**src/rtl/dest_picker_pkg.sv**
```systemverilog
package dest_picker_pkg;

  localparam int ID_W       = 4;
  localparam int UTIL_W     = 8;
  localparam int HOP_W      = 4;
  localparam int UTIL_SHIFT = 2;
  localparam int COST_W     = UTIL_W + UTIL_SHIFT + 1;

  typedef struct packed {
    logic [ID_W-1:0]   id;
    logic [UTIL_W-1:0] util;
    logic [HOP_W-1:0]  hops;
  } report_t;

  typedef struct packed {
    logic push;
    logic pop;
    logic clear;
    logic decide;
  } strobe_t;

  typedef enum logic [1:0] {
    S_WAIT   = 2'd0,
    S_WINDOW = 2'd1,
    S_DRAIN  = 2'd2,
    S_DONE   = 2'd3
  } phase_t;

  function automatic logic [COST_W-1:0] report_cost(report_t r);
    return (COST_W'(r.util) << UTIL_SHIFT) + COST_W'(r.hops);
  endfunction

endpackage

```
**src/rtl/dest_picker_ctrl.sv**
```systemverilog
module dest_picker_ctrl
  import dest_picker_pkg::*;
#(
  parameter int CNT_W = 16,
  parameter int DEF_T = 256,
  parameter int DEF_W = 16
) (
  input  logic             clk,
  input  logic             rstN,
  input  logic             cfgLoad,
  input  logic [CNT_W-1:0] cfgInterval,
  input  logic [CNT_W-1:0] cfgWindow,
  input  logic             pktValid,
  input  logic             fifoFull,
  input  logic             fifoEmpty,
  output strobe_t          stb,
  output logic             destValid,
  output logic             noCandidate,
  output logic             fifoOverflow
);

  logic [CNT_W-1:0] cfgT;
  logic [CNT_W-1:0] cfgW;
  logic [CNT_W-1:0] intCnt;
  logic [CNT_W-1:0] winCnt;
  logic [CNT_W:0]   winNext;
  phase_t           phase;
  logic             intervalEnd;
  logic             accept;

  always_comb begin
    intervalEnd = (intCnt == cfgT - CNT_W'(1));
    winNext     = {1'b0, winCnt} + (CNT_W+1)'(1);
    accept      = pktValid && (phase == S_WAIT || phase == S_WINDOW)
                  && !intervalEnd && !cfgLoad;
    stb.push    = accept && !fifoFull;
    stb.pop     = (phase == S_DRAIN) && !fifoEmpty && !intervalEnd && !cfgLoad;
    stb.decide  = (phase == S_DRAIN) && fifoEmpty && !intervalEnd && !cfgLoad;
    stb.clear   = intervalEnd || cfgLoad;
  end

  always_ff @(posedge clk or negedge rstN) begin
    if (!rstN) begin
      cfgT         <= CNT_W'(DEF_T);
      cfgW         <= CNT_W'(DEF_W);
      intCnt       <= '0;
      winCnt       <= '0;
      phase        <= S_WAIT;
      destValid    <= 1'b0;
      noCandidate  <= 1'b0;
      fifoOverflow <= 1'b0;
    end else begin
      destValid    <= stb.decide;
      noCandidate  <= intervalEnd && !cfgLoad && (phase == S_WAIT);
      fifoOverflow <= accept && fifoFull;
      if (cfgLoad) begin
        cfgT   <= cfgInterval;
        cfgW   <= cfgWindow;
        intCnt <= '0;
        winCnt <= '0;
        phase  <= S_WAIT;
      end else if (intervalEnd) begin
        intCnt <= '0;
        winCnt <= '0;
        phase  <= S_WAIT;
      end else begin
        intCnt <= intCnt + CNT_W'(1);
        unique case (phase)
          S_WAIT: begin
            if (accept) begin
              winCnt <= CNT_W'(1);
              phase  <= (cfgW <= CNT_W'(1)) ? S_DRAIN : S_WINDOW;
            end
          end
          S_WINDOW: begin
            winCnt <= winNext[CNT_W-1:0];
            if (winNext >= {1'b0, cfgW}) phase <= S_DRAIN;
          end
          S_DRAIN: begin
            if (fifoEmpty) phase <= S_DONE;
          end
          S_DONE: begin
            phase <= S_DONE;
          end
          default: phase <= S_WAIT;
        endcase
      end
    end
  end

  // the decision strobe lasts exactly one cycle
  a_r5_single_pulse: assert property (@(posedge clk) disable iff (!rstN)
    destValid |=> !destValid);

  // an empty interval never coincides with a decision
  a_r6_no_overlap: assert property (@(posedge clk) disable iff (!rstN)
    !(destValid && noCandidate));

  // a configuration load silences both strobes on the next cycle
  a_r9_restart_quiet: assert property (@(posedge clk) disable iff (!rstN)
    cfgLoad |=> (!destValid && !noCandidate));

endmodule

```
**src/rtl/dest_picker_dp.sv**
```systemverilog
module dest_picker_dp
  import dest_picker_pkg::*;
#(
  parameter int FIFO_DEPTH = 8
) (
  input  logic            clk,
  input  logic            rstN,
  input  strobe_t         stb,
  input  report_t         pktReport,
  output logic            fifoFull,
  output logic            fifoEmpty,
  output logic [ID_W-1:0] destId
);

  localparam int PTR_W = (FIFO_DEPTH > 1) ? $clog2(FIFO_DEPTH) : 1;
  localparam int OCC_W = $clog2(FIFO_DEPTH + 1);

  report_t           slots [FIFO_DEPTH];
  logic [PTR_W-1:0]  wrPtr;
  logic [PTR_W-1:0]  rdPtr;
  logic [OCC_W-1:0]  occ;
  report_t           head;
  logic [COST_W-1:0] headCost;
  logic [COST_W-1:0] bestCost;
  logic [ID_W-1:0]   bestId;
  logic              bestValid;
  logic              take;

  function automatic logic [PTR_W-1:0] ptr_next(logic [PTR_W-1:0] p);
    return (p == PTR_W'(FIFO_DEPTH - 1)) ? '0 : p + PTR_W'(1);
  endfunction

  for (genvar g = 0; g < FIFO_DEPTH; g++) begin : g_slot
    always_ff @(posedge clk) begin
      if (stb.push && wrPtr == PTR_W'(g)) slots[g] <= pktReport;
    end
  end

  always_comb begin
    fifoFull  = (occ == OCC_W'(FIFO_DEPTH));
    fifoEmpty = (occ == '0);
    head      = slots[rdPtr];
    headCost  = report_cost(head);
    take      = !bestValid || (headCost < bestCost)
                || ((headCost == bestCost) && (head.id < bestId));
  end

  always_ff @(posedge clk or negedge rstN) begin
    if (!rstN) begin
      wrPtr     <= '0;
      rdPtr     <= '0;
      occ       <= '0;
      bestCost  <= '0;
      bestId    <= '0;
      bestValid <= 1'b0;
      destId    <= '0;
    end else begin
      if (stb.decide) destId <= bestId;
      if (stb.clear) begin
        wrPtr     <= '0;
        rdPtr     <= '0;
        occ       <= '0;
        bestValid <= 1'b0;
      end else begin
        if (stb.push) begin
          wrPtr <= ptr_next(wrPtr);
          occ   <= occ + OCC_W'(1);
        end else if (stb.pop) begin
          rdPtr <= ptr_next(rdPtr);
          occ   <= occ - OCC_W'(1);
          if (take) begin
            bestCost  <= headCost;
            bestId    <= head.id;
            bestValid <= 1'b1;
          end
        end
      end
    end
  end

  // occupancy never exceeds the queue depth
  a_r7_depth_bound: assert property (@(posedge clk) disable iff (!rstN)
    occ <= OCC_W'(FIFO_DEPTH));

  // collection and draining never overlap
  a_r4_push_pop_split: assert property (@(posedge clk) disable iff (!rstN)
    !(stb.push && stb.pop));

  // the running best cost never rises while reports drain
  a_r2_best_monotone: assert property (@(posedge clk) disable iff (!rstN)
    (bestValid && !stb.clear) |=> (bestCost <= $past(bestCost)));

  // a decision always has a candidate behind it
  a_r5_decide_has_best: assert property (@(posedge clk) disable iff (!rstN)
    stb.decide |-> bestValid);

  // the destination moves only on a decision
  a_r6_hold_dest: assert property (@(posedge clk) disable iff (!rstN)
    !stb.decide |=> $stable(destId));

endmodule

```
**src/rtl/dest_picker.sv**
```systemverilog
module dest_picker
  import dest_picker_pkg::*;
#(
  parameter int CNT_W      = 16,
  parameter int FIFO_DEPTH = 8,
  parameter int DEF_T      = 256,
  parameter int DEF_W      = 16
) (
  input  logic             clk,
  input  logic             rstN,
  input  logic             cfgLoad,
  input  logic [CNT_W-1:0] cfgInterval,
  input  logic [CNT_W-1:0] cfgWindow,
  input  logic             pktValid,
  input  logic [3:0]       pktId,
  input  logic [7:0]       pktUtil,
  input  logic [3:0]       pktHops,
  output logic             destValid,
  output logic [3:0]       destId,
  output logic             noCandidate,
  output logic             fifoOverflow
);

  strobe_t stb;
  report_t pktReport;
  logic    fifoFull;
  logic    fifoEmpty;

  assign pktReport = '{id: pktId, util: pktUtil, hops: pktHops};

  dest_picker_ctrl #(
    .CNT_W (CNT_W),
    .DEF_T (DEF_T),
    .DEF_W (DEF_W)
  ) u_ctrl (
    .clk          (clk),
    .rstN         (rstN),
    .cfgLoad      (cfgLoad),
    .cfgInterval  (cfgInterval),
    .cfgWindow    (cfgWindow),
    .pktValid     (pktValid),
    .fifoFull     (fifoFull),
    .fifoEmpty    (fifoEmpty),
    .stb          (stb),
    .destValid    (destValid),
    .noCandidate  (noCandidate),
    .fifoOverflow (fifoOverflow)
  );

  dest_picker_dp #(
    .FIFO_DEPTH (FIFO_DEPTH)
  ) u_dp (
    .clk       (clk),
    .rstN      (rstN),
    .stb       (stb),
    .pktReport (pktReport),
    .fifoFull  (fifoFull),
    .fifoEmpty (fifoEmpty),
    .destId    (destId)
  );

endmodule

```
**config.mk**
```make
export PLATFORM = sky130hd
export DESIGN_NAME = dest_picker
export DESIGN_NICKNAME = d
export VERILOG_FILES = /design/src/rtl/dest_picker_pkg.sv /design/src/rtl/dest_picker_ctrl.sv /design/src/rtl/dest_picker_dp.sv /design/src/rtl/dest_picker.sv
export SDC_FILE = /design/constraint.sdc
export NUM_CORES = 1
export LEC_CHECK = 0
export BUFFER_PORTS_ARGS = -buffer_cell sky130_fd_sc_hd__buf_2
export CAP_MARGIN = 5
export CORE_ASPECT_RATIO = 0.6
export CORE_MARGIN = 4
export CORE_UTILIZATION = 40
export DETAILED_ROUTE_END_ITERATION = 10
export GPL_TIMING_DRIVEN = 0
export SLEW_MARGIN = 25
export SYNTH_ARGS = -nofsm -noshare
export SYNTH_HDL_FRONTEND = slang
export SYNTH_SLANG_ARGS = --single-unit
export TNS_END_PERCENT = 100
```
**constraint.sdc**
```tcl
create_clock -name clk -period 6.7 [get_ports clk]
set_input_delay 2.01 -clock clk [delete_from_list [all_inputs] [get_ports clk]]
set_output_delay 2.01 -clock clk [all_outputs]
set_load 0.1 [all_outputs]
```
==> impl_summary.txt <==
----------------------------------------------------
[Clock network]
  Number of buffers inserted by hold repair at cts ... 0
  Reg clk slew, reported paths ... around 0.060 ns
  Bufs on Longest Clock Path ... 3
  TritonCTS clock tree ... yes
  Clock Root Buffer ... sky130_fd_sc_hd__clkbuf_16
  Source-to-sink clock delay at the later pin of the worst-skew pair ... between 0.5 and 0.6 ns
  Num Clock Sinks ... about 230
  Clock buffers created by TritonCTS ... 23
  H-tree levels ... 1
  Post-CTS Repair Setup Buffers ... 0

[GRT]
  Number of antenna violations at the first check in global routing ... 2
  Maximum number of pins on one net before global-route repair ... 57
  Total track usage ... 0.164
  Via count of the first global-routing pass ... 6601
  Wire length of the first global-routing pass ... 37900 um
  GRT Residual Overflow ... 0

[Critical path]
  Beginning of the critical path ... u_dp.rdPtr[0]
  Required time worst endpoint ... approximately 7 ns
  Top fanout value on the critical path ... 10
  Worst flop-to-flop path endpoint ... u_dp.bestCost[6]
  Worst endpoint data arrival time ... roughly 6.6 ns
  Flop2flop setup slack ... 0.52 ns
  Critical path type ... reg2reg
  Termination of the worst setup path ... u_dp.bestCost[6]
  Worst Reg-to-Reg Cells ... 17
  Startpoint class of the critical path ... flip-flop
  Reg2Reg Launch Point ... u_dp.rdPtr[0]
  Critical path endpoint category ... flip-flop

[Place]
  Post-detailed-placement cell area ... 11700 sq um
  Detailed placer's ending HPWL ... 16100 um
  Port-buffer cells ... 57
  Cell count after placement ... roughly 1200
  GP Congestion ... approximately 0.81
  Worst slack after detailed placement ... -0.225 ns

[STA]
  Worst clock skew ... between 0.008 and 0.009 ns
  Min cycle time layout ... a little over 6 ns
  Final worst hold slack ... 0.493 ns
  Worst-Margin Slew ... around 0.91 ns
  Final max-slew violation count ... 0
  Final worst-path setup slack ... just over 0.5 ns
  Final Cycle Share ... 0.923
  Relative max-transition margin ... 0.392
  Final setup viols ... 0
  RSZ-0062 raised after global routing ... false
  Final hold vios ... 0
  FMAX ... between 0.15 and 0.2 GHz

[Cells and area]
  Fraction of final layout cells sized beyond drive strength 1 ... 0.198
  Cell area after layout ... between 10000 and 15000 sq um
  P&R area growth vs syn ... 14.4%
  Final design utilization ... 0.467
  Count of nets after finishing ... 1010
  Fillers ... 2379
  Final non-filler cell total ... 1288

[Routing]
  Vias post-DR ... approximately 6700
  Final routed wirelength across all metal layers ... approximately 24000 um
  DR vias/cell ... about 5.2
  Antenna Nets Post-Route ... 0
  Total DRC errors in the routed layout ... 0
  Router iterations before antenna repair ... 5
  Average detailed-routed wire length per instance ... about 18 um
  Number of DRC violations after detailed-routing iteration 0 ... ~500

[Synthesis]
  Seq/Total Area, Yosys ... 0.584
  Net count after synthesis ... between 900 and 1000
  Cell area after synthesis ... 10800 sq um
  Number of enable flip-flop cells after synthesis ... around 130
  Number of warning messages in the yosys log ... 0
  Number of unique standard cell types used by synthesis ... between 60 and 70
  Synthesized instance count ... approximately 830
  Top FF cell, synth ... sky130_fd_sc_hd__edfxtp_1
  Share of synthesized registers carrying an async set or reset ... 0.436
  Syn_area_per_cell ... ~13 sq um
  Post-synthesis sequential element count ... about 230

[Outcome]
  Status ... complete, no violations

[Floorplan]
  Horiz. Die Dim ... 220 um
  Effective utilization at floorplan ... 0.408
  Boundary pin count ... a little under 60
  Overall die area ... 29800 sq um
  Number of core rows ... 46
  Total core area ... 26500 sq um
  Die extent in y ... ~140 um

[Worst hold path]
  Worst hold path type ... reg2reg

[Flow run]
  Number of violations of the max-capacitance limit ... 0

[Power and ir drop]
  Largest vdd supply drop ... around 0.18 mV
  Power Dens Cells ... between 300 and 400 nW/um^2
  Total leakage power ... roughly 4.8 nW

----------------------------------------------------
==> cells in the final DEF, fill, tap and decap left out, types with 8 or more instances in the layout <==
cell type,instances
sky130_fd_sc_hd__nor3_1,14
sky130_fd_sc_hd__nand3_1,23
sky130_fd_sc_hd__a21oi_1,24
sky130_fd_sc_hd__dfrtp_1,97
sky130_fd_sc_hd__and3_1,9
sky130_fd_sc_hd__clkbuf_16,23
sky130_fd_sc_hd__mux2_1,8
sky130_fd_sc_hd__clkbuf_1,29
sky130_fd_sc_hd__edfxtp_1,128
sky130_fd_sc_hd__mux2_2,28
sky130_fd_sc_hd__mux2i_1,11
sky130_fd_sc_hd__inv_1,41
sky130_fd_sc_hd__buf_2,63
sky130_fd_sc_hd__nor2_1,73
sky130_fd_sc_hd__a22oi_1,12
sky130_fd_sc_hd__o21ai_0,32
sky130_fd_sc_hd__xor2_1,21
sky130_fd_sc_hd__a31oi_1,8
sky130_fd_sc_hd__nand2_1,47
sky130_fd_sc_hd__mux4_2,32
sky130_fd_sc_hd__nor4_1,8
sky130_fd_sc_hd__ha_1,45
sky130_fd_sc_hd__xnor2_1,34
==> where the power goes <==
group          internal, mW  switching, mW
Sequential             1.62         0.0951
Combinational         0.386          0.561
Clock                 0.710          0.532
Total                  2.71           1.19
==> what timing repair did <==
| item | in CTS | in global routing |
|---|---|---|
| setup endpoints to repair | 15 | 8 |
| pin swaps | 0 | 0 |
| endpoints found under the hold margin | 0 | 0 |
| resized for setup | 2 | 1 |
==> registers in the layout (all words and copies together) (netlist names) <==
| register | cells |
|---|---|
| u_dp.occ | 4 |
| u_ctrl.intCnt | 16 |
| u_ctrl.destValid | 1 |
| u_dp.destId | 4 |
| u_ctrl.noCandidate | 1 |
| u_dp.rdPtr | 3 |
| u_ctrl.phase | 2 |
| u_dp.bestId | 4 |
| u_dp.slots | 128 |
| u_dp.bestCost | 11 |
| u_dp.bestValid | 1 |
| u_ctrl.fifoOverflow | 1 |
| u_ctrl.cfgW | 16 |
| u_dp.wrPtr | 3 |
| u_ctrl.cfgT | 16 |
| u_ctrl.winCnt | 16 |
==> Yosys cell counts (3+ instances only) <==
cell                       instances  area share
sky130_fd_sc_hd__and3_1            9      0.0052
sky130_fd_sc_hd__xor2_1           21       0.017
sky130_fd_sc_hd__a21o_1            6      0.0042
sky130_fd_sc_hd__a31oi_1           8      0.0046
sky130_fd_sc_hd__nand3b_1          3      0.0021
sky130_fd_sc_hd__nor3_1           14      0.0065
sky130_fd_sc_hd__nand2_1          47       0.016
sky130_fd_sc_hd__a22oi_1          12      0.0083
sky130_fd_sc_hd__mux2_1            8      0.0083
sky130_fd_sc_hd__mux4_2           32       0.067
sky130_fd_sc_hd__or3_1             6      0.0035
sky130_fd_sc_hd__mux2i_1          11       0.010
sky130_fd_sc_hd__xnor2_1          34       0.028
sky130_fd_sc_hd__nand2b_1          5      0.0029
sky130_fd_sc_hd__nor4_1            8      0.0046
sky130_fd_sc_hd__edfxtp_1        128        0.36
sky130_fd_sc_hd__o21ai_0          32       0.015
sky130_fd_sc_hd__buf_2             7      0.0032
sky130_fd_sc_hd__nand3_1          23       0.011
sky130_fd_sc_hd__nand4_1           7      0.0040
sky130_fd_sc_hd__nor2b_1           7      0.0040
sky130_fd_sc_hd__mux2_2           28       0.029
sky130_fd_sc_hd__buf_1             5      0.0017
sky130_fd_sc_hd__clkbuf_1         23      0.0080
sky130_fd_sc_hd__a211oi_1          4      0.0028
sky130_fd_sc_hd__o211ai_1          4      0.0028
sky130_fd_sc_hd__mux2_4            4      0.0055
sky130_fd_sc_hd__a21oi_1          24       0.011
sky130_fd_sc_hd__ha_1             45       0.052
sky130_fd_sc_hd__or4_1             3      0.0021
sky130_fd_sc_hd__dfrtp_1          97        0.22
sky130_fd_sc_hd__or2_2             4      0.0023
sky130_fd_sc_hd__inv_1            41       0.014
sky130_fd_sc_hd__nor2_1           79       0.027
==> area by class of cell <==
cell class / count / area (sq um) / share of cell area
repair buffers: 59 / 334 / 0.0270
diodes: 1 / 2.50 / 0.000202
inverters: 41 / 154 / 0.0124
clock inverters: 11 / 108 / 0.00869
plain buffers: 37 / 166 / 0.0134
well taps: 360 / 450 / 0.0364
flip-flops and latches: 227 / 6320 / 0.511
multi-input cells: 522 / 4240 / 0.342
clock buffers: 30 / 602 / 0.0486
==> per-layer routing <==
metal,routed length [um],global-route usage,vias to the layer above
met4,325,0.0293,2
met2,9270,0.218,135
li1,-,-,3217
met3,1260,0.0327,30
met1,12800,0.274,3321
met5,13,0,-
==> how the worst min path moves through the flow <==
stage | from | to | slack [ns] | cells after the start
2_1_floorplan | u_dp.bestCost[4] | u_dp.bestCost[4] | 0.46 | 1
3_3_place_gp | u_dp.bestCost[7] | u_dp.bestCost[7] | 0.47 | 1
3_5_place_dp | u_dp.bestCost[7] | u_dp.bestCost[7] | 0.48 | 1
4_1_cts | u_dp.bestCost[7] | u_dp.bestCost[7] | 0.50 | 1
5_1_grt | u_dp.bestCost[9] | u_dp.bestCost[9] | 0.51 | 1
6_report | u_dp.bestCost[5] | u_dp.bestCost[5] | 0.49 | 1
==> metrics by stage <==
| stage | setup TNS [ns] | total power [mW] |
|---|---|---|
| after floorplan | 0 | 2.40 |
| after CTS | 0 | 3.94 |
| after global placement | -1.63 | 2.66 |
| after detailed placement | -1.87 | 2.68 |
| final | 0 | 3.90 |
| after global routing | 0 | 4.14 |
==> cell families after synthesis <==
| kind of cell | count (synthesis) | share of synthesized area |
|---|---|---|
| compound gates | 108 | 0.0632 |
| buf+inv | 78 | 0.0287 |
| flops | 227 | 0.584 |
| fa+ha+maj | 47 | 0.0557 |
| mux | 83 | 0.120 |
| xor+xnor | 55 | 0.0445 |
| simple gates | 229 | 0.104 |
==> critical path, cell delays in order, from the launching register on <==
cell and delay (ns):
sky130_fd_sc_hd__dfrtp_1 0.49, sky130_fd_sc_hd__clkbuf_2 0.46, sky130_fd_sc_hd__clkbuf_2 0.48, sky130_fd_sc_hd__clkdlybuf4s15_1 0.81, sky130_fd_sc_hd__mux4_2 0.59, sky130_fd_sc_hd__mux2_2 0.29
sky130_fd_sc_hd__ha_1 0.27, sky130_fd_sc_hd__fa_1 0.47, sky130_fd_sc_hd__nand2_1 0.13, sky130_fd_sc_hd__xor2_1 0.10, sky130_fd_sc_hd__ha_1 0.36, sky130_fd_sc_hd__nand4b_1 0.11
sky130_fd_sc_hd__a2111oi_0 0.41, sky130_fd_sc_hd__nand2_1 0.11, sky130_fd_sc_hd__a31oi_1 0.22, sky130_fd_sc_hd__nand3_2 0.22, sky130_fd_sc_hd__buf_6 0.23, sky130_fd_sc_hd__mux2_1 0.31
Power figures use the tool's default switching activity.
